===== src/rtl/tcs_pkg.sv =====
// Shared types and constants for the timer clock source selector.
// Assumes the four prescaler taps are ordered from the smallest ratio to the largest.
package tcs_pkg;

    localparam int unsigned TAP_COUNT = 4;

    typedef enum logic [2:0] {
        SRC_OFF      = 3'b000,
        SRC_DIRECT   = 3'b001,
        SRC_DIV8     = 3'b010,
        SRC_DIV64    = 3'b011,
        SRC_DIV256   = 3'b100,
        SRC_DIV1024  = 3'b101,
        SRC_PIN_FALL = 3'b110,
        SRC_PIN_RISE = 3'b111
    } src_sel_e;

    // log2 of the divide ratio of each tap
    function automatic int unsigned tap_log2(input int unsigned idx);
        case (idx)
            0:       return 3;
            1:       return 6;
            2:       return 8;
            default: return 10;
        endcase
    endfunction

endpackage


===== src/rtl/tcs_prescaler.sv =====
// Free-running prescaler that produces one-cycle tap strobes.
// Tap i is high while the low tap_log2(i) bits of the counter are zero.
// Assumes PRE_W is at least the largest tap_log2 value. The counter is cleared only by reset.
module tcs_prescaler
    import tcs_pkg::*;
#(
    parameter int unsigned PRE_W = 10
) (
    input  logic                 clk,
    input  logic                 rst_n,
    output logic [TAP_COUNT-1:0] tap
);

    logic [PRE_W-1:0] cnt_q;

    // Count up every cycle; wrap naturally at 2**PRE_W.
    always_ff @(posedge clk) begin
        if (!rst_n) cnt_q <= '0;
        else        cnt_q <= cnt_q + 1'b1;
    end

    for (genvar i = 0; i < TAP_COUNT; i++) begin : g_tap
        localparam int unsigned LW = tap_log2(i);
        // Strobe when this tap's low bits wrap to zero.
        assign tap[i] = (cnt_q[LW-1:0] == '0);
    end

endmodule


===== src/rtl/tcs_pin_edge.sv =====
// Synchronizes the external pin and flags its rising and falling edges.
// The pin level is watched regardless of pin direction. Each edge gives exactly one
// one-cycle flag. Assumes SYNC_STAGES >= 2.
module tcs_pin_edge #(
    parameter int unsigned SYNC_STAGES = 2
) (
    input  logic clk,
    input  logic rst_n,
    input  logic pin,
    output logic rise,
    output logic fall
);

    logic [SYNC_STAGES-1:0] sync_q;
    logic                   hist_q;
    logic                   level;

    // Shift the pin through the synchronizer and keep one cycle of history.
    always_ff @(posedge clk) begin
        if (!rst_n) begin
            sync_q <= '0;
            hist_q <= 1'b0;
        end else begin
            sync_q <= {sync_q[SYNC_STAGES-2:0], pin};
            hist_q <= sync_q[SYNC_STAGES-1];
        end
    end

    assign level = sync_q[SYNC_STAGES-1];
    assign rise  = level & ~hist_q;
    assign fall  = ~level & hist_q;

endmodule


===== src/rtl/tcs_source_mux.sv =====
// Picks the count source named by the select code and registers the result.
// Assumes the tap strobes and edge flags are already one cycle wide.
module tcs_source_mux
    import tcs_pkg::*;
(
    input  logic                 clk,
    input  logic                 rst_n,
    input  logic [2:0]           sel,
    input  logic [TAP_COUNT-1:0] tap,
    input  logic                 rise,
    input  logic                 fall,
    output logic                 cnt_en
);

    logic pick;

    // Route the selected source to the output register.
    always_comb begin
        case (src_sel_e'(sel))
            SRC_OFF:      pick = 1'b0;
            SRC_DIRECT:   pick = 1'b1;
            SRC_DIV8:     pick = tap[0];
            SRC_DIV64:    pick = tap[1];
            SRC_DIV256:   pick = tap[2];
            SRC_DIV1024:  pick = tap[3];
            SRC_PIN_FALL: pick = fall;
            SRC_PIN_RISE: pick = rise;
            default:      pick = 1'b0;
        endcase
    end

    // Register the pulse so the output is glitch free and clock aligned.
    always_ff @(posedge clk) begin
        if (!rst_n) cnt_en <= 1'b0;
        else        cnt_en <= pick;
    end

endmodule


===== src/rtl/tmr_clk_select.sv =====
// Top of the timer clock source selector.
// Produces a one-cycle count-enable from a stopped state, the system clock, four
// prescaled taps or external pin edges. Assumes ext_pin is asynchronous to clk.
module tmr_clk_select
    import tcs_pkg::*;
#(
    parameter int unsigned PRE_W       = 10,
    parameter int unsigned SYNC_STAGES = 2
) (
    input  logic       clk,
    input  logic       rst_n,
    input  logic [2:0] sel,
    input  logic       ext_pin,
    output logic       cnt_en
);

    logic [TAP_COUNT-1:0] tap;
    logic                 pin_rise;
    logic                 pin_fall;

    tcs_prescaler #(.PRE_W(PRE_W)) u_presc (
        .clk   (clk),
        .rst_n (rst_n),
        .tap   (tap)
    );

    tcs_pin_edge #(.SYNC_STAGES(SYNC_STAGES)) u_edge (
        .clk   (clk),
        .rst_n (rst_n),
        .pin   (ext_pin),
        .rise  (pin_rise),
        .fall  (pin_fall)
    );

    tcs_source_mux u_mux (
        .clk    (clk),
        .rst_n  (rst_n),
        .sel    (sel),
        .tap    (tap),
        .rise   (pin_rise),
        .fall   (pin_fall),
        .cnt_en (cnt_en)
    );

endmodule


===== config.mk =====
export PLATFORM = sky130hd
export DESIGN_NAME = tmr_clk_select
export DESIGN_NICKNAME = d
export VERILOG_FILES = /design/src/rtl/tcs_pkg.sv /design/src/rtl/tcs_prescaler.sv /design/src/rtl/tcs_pin_edge.sv /design/src/rtl/tcs_source_mux.sv /design/src/rtl/tmr_clk_select.sv
export SDC_FILE = /design/constraint.sdc
export NUM_CORES = 1
export LEC_CHECK = 0
export ABC_AREA = 1
export BUFFER_PORTS_ARGS = -buffer_cell sky130_fd_sc_hd__clkbuf_2
export CAP_MARGIN = 40
export CORE_MARGIN = 2
export CORE_UTILIZATION = 35
export DETAILED_ROUTE_END_ITERATION = 8
export PLACE_DENSITY = 0.6
export SYNTH_ARGS = -nofsm -noshare
export SYNTH_HDL_FRONTEND = slang
export SYNTH_SLANG_ARGS = --single-unit

===== constraint.sdc =====
create_clock -name clk -period 1.2 [get_ports clk]
set_clock_uncertainty 0.2 [all_clocks]
set_input_delay 0.06 -clock clk [delete_from_list [all_inputs] [get_ports clk]]
set_output_delay 0.06 -clock clk [all_outputs]
set_load 0.05 [all_outputs]

==> out/qor.yml <==
outcome:
  outcome: "finished, violations left"
  violations: "negative setup slack"
sta:
  slew_violations: 0
  worstMarginPinSlew_ns: 0.274
  rsz0062_at_grt: "true"
  setup_tns_ns: -0.347
  fmax_ghz: 0.771
  final_hold_viol_count: 0
  finalSetupViolations: 7
  layout_setup_ws_ns: -0.0962
  relSlewSlack_pct: 81.8
  finalCritPeriodShare_pct: 108
  fin_crit_ns: 1.30
  whs_ns: 0.0195
synth:
  synthCells: 104
  synth.yosys.warnings: 0
  synth_flop_cell: "dfxtp_1"
  yosys-top-cells-area: "dfxtp_1 41%, nand2_1 16%, inv_1 11%, nor2_1 9.8%, a21oi_1 4.3%"
  syn_avg_cell_area_um2: 6.65
  syn_nets: 112
  yosys.area.top_type: "dfxtp_1"
  synthArstFlopShare_pct: 0
  synth_most_common_cell: "nand2_1"
  synth_seq_cells: 14
  synthTopCellsByCount: "29 x nand2_1, 21 x inv_1, 18 x nor2_1, 14 x dfxtp_1, 6 x a21oi_1"
  netlist_area_um2: 692
  synth_top_cell_area_share_pct: 40.5
  ys_types: 16
  synth_seq_area_share_pct: 40.5
  synth_enable_flop_cells: 0
worst_setup_path:
  slowest_delay_ns: 0.38
  cp_num_cells: 6
  crit_type: "reg2reg"
  cp-end-kind: "register"
  crit_arrival_ns: 1.28
  required_ns: 1.18
  critPathMaxFanout: 4
  reg2reg_depth: 6
  slowest_stage: "dfxtp_4"
  critPathLaunchType: "register"
  crit_buf_inv: 0
  cp_top_family: "simple AND/OR/NAND/NOR gates"
  path_cells: "ha_4 -> nand2_4 -> nor3_4 -> nand3_1 -> nand2_1 -> nor2_1"
die:
  dieArea_mm2: 0.00235
  core_area_mm2: 0.00192
  die_x_um: 48.5
  rows: 16
  die_h_um: 48.5
  initial_core_util_pct: 36.0
  num_io_pins: 7
place:
  placedCellCount: 140
  portBuffers: 6
  dpl.hpwl_um: 965
  gp_congestion: 0.709
  placed_area_um2: 806
detailed_routing:
  totalWireLength_um: 1240
  routedWlPerCell_um: 8.44
  via_count: 602
  drc: 0
  firstDrtPassIters: 2
  viasPerCell: 4.10
  drt-initial-drc-count: 9
  antenna_left: 0
pwr:
  power_leakage_uw: 0.000470
  power_density_mw_per_mm2: 1070
  ir_drop_v: 0.000503
flow_run:
  maxCapViolations: 0
clock_network:
  cts_buffers: 3
  cts_root_buf: "clkbuf_4"
  clock-sinks: 14
  clockBufferDepth: 2
  clk_pin_slew_ns: 0.08
  cts_post_setup_buffers_inserted: 0
  clk_latency_ns: 0.29
  cts_tree: "done"
  h-tree-depth: 1
final_layout:
  syn2layout_area_growth_pct: 29.5
  area.sequential_um2: 289
  stdcell_area_um2: 896
  layout-drive-gt1-share_pct: 23.3
  antenna_cells: 0
  fin_cells: 147
  finish.utilization_pct: 46.6
  nFillCells: 217
  fin_nets: 129
  multiInputGateArea_um2: 364
global_routing:
  grt_start_max_net_pins: 11
  antenna_found_initial: 0
  grt_usage_pct: 12.5
  grt_pass1_wl_um: 2330
  grt_pass1_vias: 585
  overflow: 0
worst_hold_path:
  min_path_type: "in2reg"
  hold_path_depth: 7
==> flip-flops by register name, indices dropped and copies added (netlist names) <==
name / count
u_edge.sync_q: 2
u_mux.cnt_en: 1
u_edge.hist_q: 1
u_presc.cnt_q: 10
==> final cells by class <==
class	instances	area share, %
sequential	14	32.3
inverter	22	9.22
clock buffer	4	4.05
tap	27	3.77
timing repair buffer	13	10.1
multi-input combinational	67	40.6
==> layout by cell type, fill, tap and decap left out, types with 2 or more instances in the layout <==
master,n
dfxtp_1,11
nor2_1,17
nand3_1,2
o21ai_0,3
a21oi_1,6
clkbuf_2,6
nand2_1,29
dfxtp_4,2
inv_2,3
dlygate4sd3_1,3
clkbuf_4,3
ha_4,2
buf_4,4
inv_1,18
==> metal layers <==
metal	global-route usage [%]	part of all wire (%)	wire length, µm
met1	16.3	51	629
met4	7.14	2.3	28
met3	1.85	2.7	34
met2	19.7	44	547
met5	0	0	0
==> worst register-to-register path: cells and delay by family (launching register included) <==
kind / cells / cell delay, ns
flip-flops: 1 / 0.38
AND/OR/NAND/NOR: 5 / 0.48
adder cells (fa/ha/maj): 1 / 0.14
==> report_power, final <==
group	internal, µW	switching (µW)	total, µW
Clock	185	160	345
Combinational	54.8	67.2	122
Sequential	480	15.5	496
Total	720	243	963
==> worst paths after layout <==
check                   startpoint          endpoint  slack, ns
setup / recovery  u_presc.cnt_q[0]  u_presc.cnt_q[8]       -0.1
hold / removal              sel[0]      u_mux.cnt_en       0.02
setup reg to reg  u_presc.cnt_q[0]  u_presc.cnt_q[8]       -0.1
hold reg to reg   u_edge.sync_q[0]  u_edge.sync_q[1]       0.23
==> through the flow <==
step | setup slack, ns | total power [µW]
after floorplan | -0.0460 | 575
after global placement | -0.0971 | 607
after detailed placement | -0.122 | 608
after CTS | -0.110 | 955
after global routing | -0.194 | 1020
final | -0.0962 | 963
==> cells by family after synthesis <==
group | Yosys count | share of synthesized area, %
fa+ha+maj | 2 | 3.62
simple gates | 55 | 35.4
buf+inv | 23 | 12.7
flops | 14 | 40.5
xor+xnor | 1 | 1.27
compound gates | 9 | 6.51
==> what timing repair did <==
item,in CTS,in global routing
gates cloned,0,0
hold buffers,2,1
hold endpoints to repair,10,9
setup endpoints to repair,7,8
pin swaps,6,7
gates resized for setup,2,5
Power figures use the tool's default switching activity.
